==> src/rtl/lifo_regstack_pkg.sv <==
package lifo_regstack_pkg;

  typedef enum logic [2:0] {
    STK_IDLE = 3'd0,
    STK_PUSH = 3'd1,
    STK_POP  = 3'd2,
    STK_OVF  = 3'd3,
    STK_UNF  = 3'd4
  } stk_op_e;

endpackage

==> src/rtl/lifo_rst_sync.sv <==
module lifo_rst_sync #(
  parameter int STAGES = 2
) (
  input  logic clk,
  input  logic rst_n,
  output logic rst_n_sync
);

  logic [STAGES-1:0] sync_q;
  logic [STAGES-1:0] sync_d;

  always_comb begin
    sync_d = {sync_q[STAGES-2:0], 1'b1};
  end

  always_ff @(posedge clk or negedge rst_n) begin
    if (!rst_n) sync_q <= '0;
    else        sync_q <= sync_d;
  end

  assign rst_n_sync = sync_q[STAGES-1];

endmodule

==> src/rtl/lifo_ctrl.sv <==
module lifo_ctrl
  import lifo_regstack_pkg::*;
#(
  parameter int AW = 6
) (
  input  logic          clk,
  input  logic          rst_n,
  input  logic          push_i,
  input  logic          pop_i,
  output logic          wr_en,
  output logic [AW-1:0] wr_addr,
  output logic          rd_en,
  output logic [AW-1:0] rd_addr,
  output logic          full_o,
  output logic          empty_o,
  output logic          ovf_o,
  output logic          unf_o
);

  localparam logic [AW-1:0] PTR_ONE  = AW'(1);
  localparam logic [AW-1:0] PTR_ZERO = '0;

  stk_op_e       op;
  logic [AW-1:0] sp_q, sp_d, sp_up, sp_dn;
  logic          full_q, full_d, empty_q, empty_d;
  logic          ovf_q, ovf_d, unf_q, unf_d;
  logic          sp_en, flag_en;

  // Request decode: pop wins over push, refused requests become errors
  always_comb begin
    op = STK_IDLE;
    if (pop_i) begin
      if (empty_q) op = STK_UNF;
      else         op = STK_POP;
    end else if (push_i) begin
      if (full_q)  op = STK_OVF;
      else         op = STK_PUSH;
    end
  end

  assign sp_up = sp_q + PTR_ONE;
  assign sp_dn = sp_q - PTR_ONE;

  // Next-state logic
  always_comb begin
    sp_d    = sp_q;
    full_d  = full_q;
    empty_d = empty_q;
    sp_en   = 1'b0;
    flag_en = 1'b0;
    ovf_d   = (op == STK_OVF);
    unf_d   = (op == STK_UNF);
    case (op)
      STK_PUSH: begin
        sp_en   = 1'b1;
        flag_en = 1'b1;
        sp_d    = sp_up;
        full_d  = (sp_up == PTR_ZERO);
        empty_d = 1'b0;
      end
      STK_POP: begin
        sp_en   = 1'b1;
        flag_en = 1'b1;
        sp_d    = sp_dn;
        empty_d = (sp_dn == PTR_ZERO);
        full_d  = 1'b0;
      end
      default: ;
    endcase
  end

  // Registers
  always_ff @(posedge clk or negedge rst_n) begin
    if (!rst_n) begin
      sp_q <= '0;
    end else if (sp_en) begin
      sp_q <= sp_d;
    end
  end

  always_ff @(posedge clk or negedge rst_n) begin
    if (!rst_n) begin
      full_q  <= 1'b0;
      empty_q <= 1'b1;
    end else if (flag_en) begin
      full_q  <= full_d;
      empty_q <= empty_d;
    end
  end

  always_ff @(posedge clk or negedge rst_n) begin
    if (!rst_n) begin
      ovf_q <= 1'b0;
      unf_q <= 1'b0;
    end else begin
      ovf_q <= ovf_d;
      unf_q <= unf_d;
    end
  end

  assign wr_en   = (op == STK_PUSH);
  assign wr_addr = sp_up;
  assign rd_en   = (op == STK_POP);
  assign rd_addr = sp_q;
  assign full_o  = full_q;
  assign empty_o = empty_q;
  assign ovf_o   = ovf_q;
  assign unf_o   = unf_q;

  // pointer moves one step per accepted operation
  a_r2_push_advances: assert property (@(posedge clk) disable iff (!rst_n)
    (push_i && !pop_i && !full_q) |=> (sp_q == $past(sp_q) + PTR_ONE) && !empty_q);

  // refused push keeps pointer and flags, raises overflow
  a_r6_no_overflow: assert property (@(posedge clk) disable iff (!rst_n)
    (push_i && !pop_i && full_q) |=> ovf_q && $stable(sp_q) && full_q);

  // refused pop keeps pointer and flags, raises underflow
  a_r7_no_underflow: assert property (@(posedge clk) disable iff (!rst_n)
    (pop_i && empty_q) |=> unf_q && $stable(sp_q) && empty_q);

  // with both requested the pointer moves down
  a_r8_pop_priority: assert property (@(posedge clk) disable iff (!rst_n)
    (pop_i && push_i && !empty_q) |=> (sp_q == $past(sp_q) - PTR_ONE) && !full_q);

  // flags and error pulses exclusive
  a_r9_flags_exclusive: assert property (@(posedge clk) disable iff (!rst_n)
    !(full_q && empty_q));

  a_r9_errors_exclusive: assert property (@(posedge clk) disable iff (!rst_n)
    $onehot0({ovf_q, unf_q}));

  // flags only when pointer rests at zero
  a_r4_full_at_wrap: assert property (@(posedge clk) disable iff (!rst_n)
    (full_q || empty_q) |-> (sp_q == PTR_ZERO));

endmodule

==> src/rtl/lifo_regfile.sv <==
module lifo_regfile #(
  parameter int DW = 16,
  parameter int AW = 6
) (
  input  logic          clk,
  input  logic          rst_n,
  input  logic          wr_en,
  input  logic [AW-1:0] wr_addr,
  input  logic [DW-1:0] wr_data,
  input  logic          rd_en,
  input  logic [AW-1:0] rd_addr,
  output logic [DW-1:0] rd_data
);

  localparam int DEPTH = 1 << AW;

  logic [DW-1:0]    mem_q [DEPTH];
  logic [DEPTH-1:0] slot_we;
  logic [DW-1:0]    rd_q;

  // Per-slot write enable decode
  for (genvar g = 0; g < DEPTH; g++) begin : g_we
    assign slot_we[g] = wr_en && (wr_addr == AW'(g));
  end

  // Storage array: no reset, written only on an accepted push
  always_ff @(posedge clk) begin
    for (int i = 0; i < DEPTH; i++) begin
      if (slot_we[i]) mem_q[i] <= wr_data;
    end
  end

  // Output data register, loaded on an accepted pop
  always_ff @(posedge clk or negedge rst_n) begin
    if (!rst_n)     rd_q <= '0;
    else if (rd_en) rd_q <= mem_q[rd_addr];
  end

  assign rd_data = rd_q;

  // popped data holds between accepted pops
  a_r3_data_hold: assert property (@(posedge clk) disable iff (!rst_n)
    !rd_en |=> $stable(rd_q));

  // the write and read ports are never active in the same cycle
  a_r8_single_port_use: assert property (@(posedge clk) disable iff (!rst_n)
    !(wr_en && rd_en));

endmodule

==> src/rtl/lifo_regstack.sv <==
module lifo_regstack #(
  parameter int DW = 16,
  parameter int AW = 6,
  parameter int SYNC_STAGES = 2
) (
  input  logic          clk,
  input  logic          rst_n,
  input  logic          push_i,
  input  logic          pop_i,
  input  logic [DW-1:0] push_data_i,
  output logic [DW-1:0] pop_data_o,
  output logic          full_o,
  output logic          empty_o,
  output logic          ovf_o,
  output logic          unf_o
);

  logic          rst_n_s;
  logic          wr_en, rd_en;
  logic [AW-1:0] wr_addr, rd_addr;

  lifo_rst_sync #(.STAGES(SYNC_STAGES)) u_rst (
    .clk        (clk),
    .rst_n      (rst_n),
    .rst_n_sync (rst_n_s)
  );

  lifo_ctrl #(.AW(AW)) u_ctrl (
    .clk     (clk),
    .rst_n   (rst_n_s),
    .push_i  (push_i),
    .pop_i   (pop_i),
    .wr_en   (wr_en),
    .wr_addr (wr_addr),
    .rd_en   (rd_en),
    .rd_addr (rd_addr),
    .full_o  (full_o),
    .empty_o (empty_o),
    .ovf_o   (ovf_o),
    .unf_o   (unf_o)
  );

  lifo_regfile #(.DW(DW), .AW(AW)) u_rf (
    .clk     (clk),
    .rst_n   (rst_n_s),
    .wr_en   (wr_en),
    .wr_addr (wr_addr),
    .wr_data (push_data_i),
    .rd_en   (rd_en),
    .rd_addr (rd_addr),
    .rd_data (pop_data_o)
  );

  // flags at reset state
  a_r1_reset_state: assert property (@(posedge clk) disable iff (!rst_n_s)
    $rose(rst_n_s) |-> (empty_o && !full_o && !ovf_o && !unf_o));

endmodule

==> config.mk <==
export PLATFORM = sky130hd
export DESIGN_NAME = lifo_regstack
export DESIGN_NICKNAME = d
export VERILOG_FILES = /design/src/rtl/lifo_regstack_pkg.sv /design/src/rtl/lifo_rst_sync.sv /design/src/rtl/lifo_ctrl.sv /design/src/rtl/lifo_regfile.sv /design/src/rtl/lifo_regstack.sv
export SDC_FILE = /design/constraint.sdc
export NUM_CORES = 1
export LEC_CHECK = 0
export BUFFER_PORTS_ARGS = -buffer_cell sky130_fd_sc_hd__buf_2
export CORE_MARGIN = 3
export CORE_UTILIZATION = 40
export DETAILED_ROUTE_END_ITERATION = 10
export PLACE_DENSITY = 0.65
export SYNTH_ARGS = -nofsm -noshare
export SYNTH_HDL_FRONTEND = slang
export SYNTH_SLANG_ARGS = --single-unit
==> constraint.sdc <==
create_clock -name clk -period 1.25 [get_ports clk]
set_clock_uncertainty 0.2 [all_clocks]
set_input_delay 0.0625 -clock clk [delete_from_list [all_inputs] [get_ports clk]]
set_output_delay 0.0625 -clock clk [all_outputs]
set_load 0.01 [all_outputs]
Word level (Yosys, flattened, before mapping) --
Memories as Yosys holds them, arrays and structs flattened. A register that Yosys moved wholly into a read port is not among the register bits. Index checks and enable logic that the tools add are counted.
Word-level totals: register bits after elaboration 12, bits in latches 0, RAM bits 1024, memory bits (read-only) 0, input port bits 20, memories kept 1
Memory list:
- u_rf.mem_q | words 64, width 16, read ports 1, clocked after memory_dff 1, write ports 1, RTL line lifo_regfile.sv:17 | logic [DW-1:0] mem_q [DEPTH];
Cells by class: add/sub/neg operators 2, multipliers 0, divide/modulo/power cells 0, magnitude comparators 0, equality and inequality tests 67, shifts and indexed selects 0, mux-type cells 325, bitwise operators 0, reduce and logical (&&, ||, !) cells 133
Operators with widths (count):
- two-way mux 16 bit | 63
- OR reduction 16 bit | 63
- two-way mux 6 bit | 63
- equality test 6 bit, second input constant | 32
- two-way mux 1 bit | 192
- equality test 6 x 5 -> 1 bit, second input constant | 16
- logical AND 1 bit | 64
- equality test 6 x 4 -> 1 bit, second input constant | 8
- equality test 6 x 3 -> 1 bit, second input constant | 4
- equality test 6 x 2 -> 1 bit, second input constant | 2
- logical NOT 6 bit | 2
- one-hot mux 6 bit (2 select lines) | 1
- two-way mux 3 bit | 3
- adder 6 x 1 -> 6 bit, second input constant | 1
- equality test 3 x 2 -> 1 bit, second input constant | 2
- equality test 6 x 1 -> 1 bit, second input constant | 1
- subtractor 6 x 1 -> 6 bit, second input constant | 1
- one-hot mux 1 bit (2 select lines) | 2
- equality test 3 x 1 -> 1 bit, second input constant | 1
- equality test 3 bit, second input constant | 1
- two-way mux 2 bit | 1
- AND reduction 2 bit | 1
- nonzero test 2 bit | 1
- OR reduction 2 bit | 1
- logical NOT 1 bit | 1

Logic depth before layout (Yosys ltp) --
depth after elaboration 71, gate-level depth with buffers 11, mapped depth without buffers 7

Hierarchy --
From an unflattened synthesis, not the netlist that was laid out.
Unflattened totals: cell total of the unflattened synthesis 2037, area total of the unflattened synthesis 40817.9 µm²
Modules (own cells, without submodules):
- lifo_regfile | instances 1, cells an instance 1967, area an instance 40094.7 µm², sequential area each 31149.9 µm²
- lifo_ctrl | instances 1, cells an instance 67, area an instance 669.4 µm², sequential area each 251.5 µm²
- lifo_rst_sync | instances 1, cells an instance 3, area an instance 53.8 µm², sequential area each 50.0 µm²

Worst setup path before layout --
OpenSTA, ideal clock, no wires.
path type register to register, start register u_ctrl.sp_q[1] (netlist: u_ctrl.rd_addr[1]), end memory u_rf.mem_q[18][0] (enable), library setup time 0.388 ns, arrival 2.353 ns, path slack -1.691 ns, cell stages (with the launch flop) 8, path buffers 2, clock period less this slack 2.941 ns, path through dfrtp_1 > ha_1 > clkbuf_1 > nand3_1 > xnor2_1 > nand3_1 > buf_2 > nor2_1
Between the ends: elaborated cells between the ends (all ways) 446
RTL lines:
- from (decl) | RTL line lifo_ctrl.sv:24 | logic [AW-1:0] sp_q, sp_d, sp_up, sp_dn;
- from (signal assigned) | RTL line lifo_ctrl.sv:77 | sp_q <= sp_d;
- adder 6 x 1 -> 6 bit * | RTL line lifo_ctrl.sv:41 | assign sp_up = sp_q + PTR_ONE;
- equality test 6 x 5 -> 1 bit * | RTL line lifo_regfile.sv:23 | assign slot_we[g] = wr_en && (wr_addr == AW'(g));
- logical AND 1 bit * | RTL line lifo_regfile.sv:23
- net u_rf.slot_we[18] | RTL line lifo_regfile.sv:18 | logic [DEPTH-1:0] slot_we;
- two-way mux 1 bit * | RTL line lifo_regfile.sv:29 | if (slot_we[i]) mem_q[i] <= wr_data;
- two-way mux 1 bit (implied by the code) * | RTL line lifo_regfile.sv:29
- OR reduction 16 bit (no source line)
- two-way mux 6 bit (no source line) / two-way mux 1 bit (equally long branches) (46 in a row)
- to (decl) | RTL line lifo_regfile.sv:17
The timed path passes the listed nets; every way through them passes the cells marked *.

==> flow_summary.json <==
{
  "status": "finished, violations left",
  "violations": "hold timing, setup timing",
  "vias_in_the_first_global_route": 22330,
  "grt_start_max_net_pins": 65,
  "number_of_antenna_violations_at_the_first_check_in_global_routing": 7,
  "report.final.setup_viol": 1068,
  "grt_first_pass_wirelength_um": 157000,
  "ant_nets": 0,
  "startpoint_class_of_the_critical_path": "flop",
  "detailed_place.area_um2": 46630,
  "power_per_cell_area_nw_per_um2": 2147,
  "clockRootBuffer": "clkbuf_16",
  "final.period_utilization_pct": 211.7,
  "synth_most_common_cell": "edfxtp_1",
  "fillCellCount": 7749,
  "setup.worst_path.class": "reg2reg",
  "place.detailed.hpwl_um": 65790,
  "setup.reg_to_reg.worst_slack_ns": -1.40,
  "post_synth_main_area_contributors": "edfxtp_1 (76%), mux4_2 (8.0%), mux2i_1 (4.7%)",
  "critical_path.reg2reg.endpoint": "u_rf.rd_data[0]",
  "rsz0062_at_grt": "true",
  "share_of_layout_cells_above_drive_strength_1_pct": 38.15,
  "core.rowCount": 116,
  "ir_drop_uv": 1123,
  "cts_max_path_buffers": 3,
  "die_w_um": 324.7,
  "ff_latch_area_um2": 31470,
  "p_leak_nw": 17.23,
  "nets": 2496,
  "gpl_wtd_cong": 0.8253,
  "slew_viol_final": 0,
  "fp.dieArea_um2": 105500,
  "timing.critical_path.arrival_ns": 2.99,
  "period_minus_slack_ns": 2.647,
  "mapped_cell_area_um2": 40640,
  "cts_made_buffers": 105,
  "grt_overflow": 0,
  "synth-edff-count": 1024,
  "netlist_instances": 2018,
  "clock_latency_ns": 0.68,
  "drt_pre_antenna_iters": 5,
  "layout-area-overhead-vs-synth_pct": 28.70,
  "syn_area_per_cell_um2": 20.14,
  "seq_area_frac_synth_pct": 77.40,
  "synth.top_cells.by_count": "edfxtp_1 (1,024), mux2i_1 (192), mux4_2 (144)",
  "postSynthNetCount": 2044,
  "post-route-worst-setup-slack_ns": -1.397,
  "worst_min_path_start": "pop_i",
  "first_iter_violations": 2703,
  "synthFlopType": "edfxtp_1",
  "globalRouteTotalUtil_pct": 20.20,
  "synth.distinct_cells": 50,
  "timing.critical_path.required_ns": 1.60,
  "floorplan.initialDensity_pct": 40.46,
  "drt_drc": 0,
  "ctsHtreeMaxLevel": 3,
  "total_power_w": 0.1123,
  "stdcell_area_um2": 52300,
  "crit-reg2reg-launch": "u_ctrl.rd_addr[0]",
  "hold_end": "u_ctrl.rd_addr[1]",
  "asyncSetResetFlopFracSynth_pct": 2.662,
  "synth_seq_cells": 1052,
  "worst_pin_slew_ns": 0.8000,
  "viasPerCell": 5.663,
  "tritoncts": "built",
  "hold_slack_ns": -0.09775,
  "worstSetupEndpointType": "flop",
  "worst_path_clk_slew_ns": 0.06,
  "cts_num_sinks": 1052,
  "ys.warnings.count": 0,
  "io_pins": 40,
  "critPathMaxFanout": 7,
  "placement.io_buffers": 39,
  "worstRegToRegCells": 7,
  "maxCapViolCount": 0,
  "synth_top_area_cell": "edfxtp_1",
  "portion_of_synthesized_cell_area_occupied_by_the_leading_cell_type_pct": 75.67,
  "dr_total_vias": 22150,
  "hold_violation_count_in_the_final_report": 4,
  "combined_area_of_the_multi_input_logic_cells_um2": 10230,
  "post_drt_wl_per_cell_um": 27.63,
  "max_freq_mhz": 377.8,
  "chipHeight_um": 324.7,
  "drt-total-wl_um": 108100,
  "max-slew-margin-rel_pct": 46.49,
  "postCtsHoldBufs": 22,
  "timing.hold.worst.class": "in2reg",
  "hold_depth": 6,
  "floorplan.core_area_um2": 100400
}
metrics by stage:
stage / setup TNS, ns / std cells / utilization, % / worst slack, ns / hold slack, ns
6_report: -1374.92 / 3911 / 52.07 / -1.397 / -0.09775
3_5_place_dp: -1373.51 / 3612 / 46.43 / -1.755 / -0.3490
2_1_floorplan: -1244.86 / 2018 / - / -1.236 / -0.4331
4_1_cts: -1335.93 / 3887 / 51.60 / -1.346 / -0.1561
3_3_place_gp: -1348.97 / 3612 / 46.43 / -1.750 / -0.3505
5_1_grt: -1427.58 / 3911 / 52.07 / -1.439 / -0.1159
where the power goes:
| part | total (W) | internal (W) | switching (W) |
|---|---|---|---|
| registers | 0.0408 | 0.0398 | 0.000960 |
| logic | 0.0419 | 0.0201 | 0.0218 |
| clock network | 0.0296 | 0.0167 | 0.0128 |
timing repair:
| item | 4_1_cts | 5_1_grt |
|---|---|---|
| pin swaps | 71 | 35 |
| setup endpoints to repair | 1068 | 1068 |
| cloned | 12 | 5 |
| hold endpoints to repair | 1034 | 4 |
| buffers inserted | 60 | 19 |
| gates resized for setup | 167 | 38 |
placed cells by master (no fill, tap or decap), drive strengths merged, types with 7 or more instances in the layout:
| cell type | count |
|---|---|
| edfxtp | 1024 |
| buf | 436 |
| mux2i | 192 |
| clkbuf | 155 |
| mux4 | 144 |
| a22oi | 113 |
| nor2 | 88 |
| o22ai | 66 |
| nand3 | 57 |
| mux2 | 32 |
| clkinv | 31 |
| dfrtp | 27 |
| dlygate4sd3 | 22 |
| or3 | 18 |
| a41oi | 17 |
| nor4 | 17 |
| nand4 | 16 |
| a211o | 16 |
| nand2 | 15 |
| inv | 7 |
critical path, stage by stage, from the launching register on:
cell	delay, ns
dfrtp_4	0.46
buf_6	0.12
buf_12	0.15
buf_12	0.15
mux4_2	0.51
a22oi_2	0.36
a41oi_4	0.26
a211o_1	0.29
layer usage:
layer	vias to the layer above	part of all wire [%]	wire length, µm	global-route usage (%)
met2	943	48	51680	32.04
met5	-	0.012	13	0
li1	9336	-	-	-
met4	2	2.6	2851	5.297
met3	189	7.5	8128	3.802
met1	11680	42	45400	28.90
how the worst max path moves through the flow:
stage | slack, ns | from | endpoint
2_1_floorplan | -1.24 | u_ctrl.rd_addr[1] | u_rf.mem_q[23][0]
3_3_place_gp | -1.75 | u_ctrl.rd_addr[3] | u_rf.rd_data[1]
3_5_place_dp | -1.75 | u_ctrl.rd_addr[3] | u_rf.rd_data[1]
4_1_cts | -1.35 | u_ctrl.rd_addr[0] | u_rf.rd_data[0]
5_1_grt | -1.44 | u_ctrl.rd_addr[0] | u_rf.mem_q[57][15]
6_report | -1.40 | u_ctrl.rd_addr[0] | u_rf.rd_data[0]
sequential cells by signal (all words and copies together), names as in the netlist:
signal / cells
u_rf.mem_q: 1024
u_rst.sync_q: 2
u_ctrl.unf_o: 1
u_rf.rd_data: 16
u_ctrl.rd_addr: 6
u_ctrl.ovf_o: 1
u_ctrl.empty_o: 1
u_ctrl.full_o: 1
kinds of logic (layout without fill, tap and decap cells):
logic type | after synthesis | after routing | share of synthesized area (%)
AO/OA/AOI/OAI | 228 | 228 | 4.052
adder cells (fa/ha/maj) | 6 | 6 | 0.1847
multiplexers | 368 | 368 | 13.60
other | 1 | 2 | 0.009228
flip-flops | 1052 | 1052 | 77.40
buffers and inverters | 124 | 657 | 1.777
AND/OR/NAND/NOR | 232 | 234 | 2.833
XOR/XNOR | 7 | 7 | 0.1509
area by class of cell:
type | count | share of cell area, %
sequential | 1052 | 60.16
multi-input combinational | 844 | 19.57
timing repair buffer | 464 | 10.82
clock buffer | 150 | 5.541
tap | 1357 | 3.246
clock inverter | 40 | 0.6292
inverter | 3 | 0.02632
antenna | 1 | 0.004785
(Power assumes the default switching activity.)
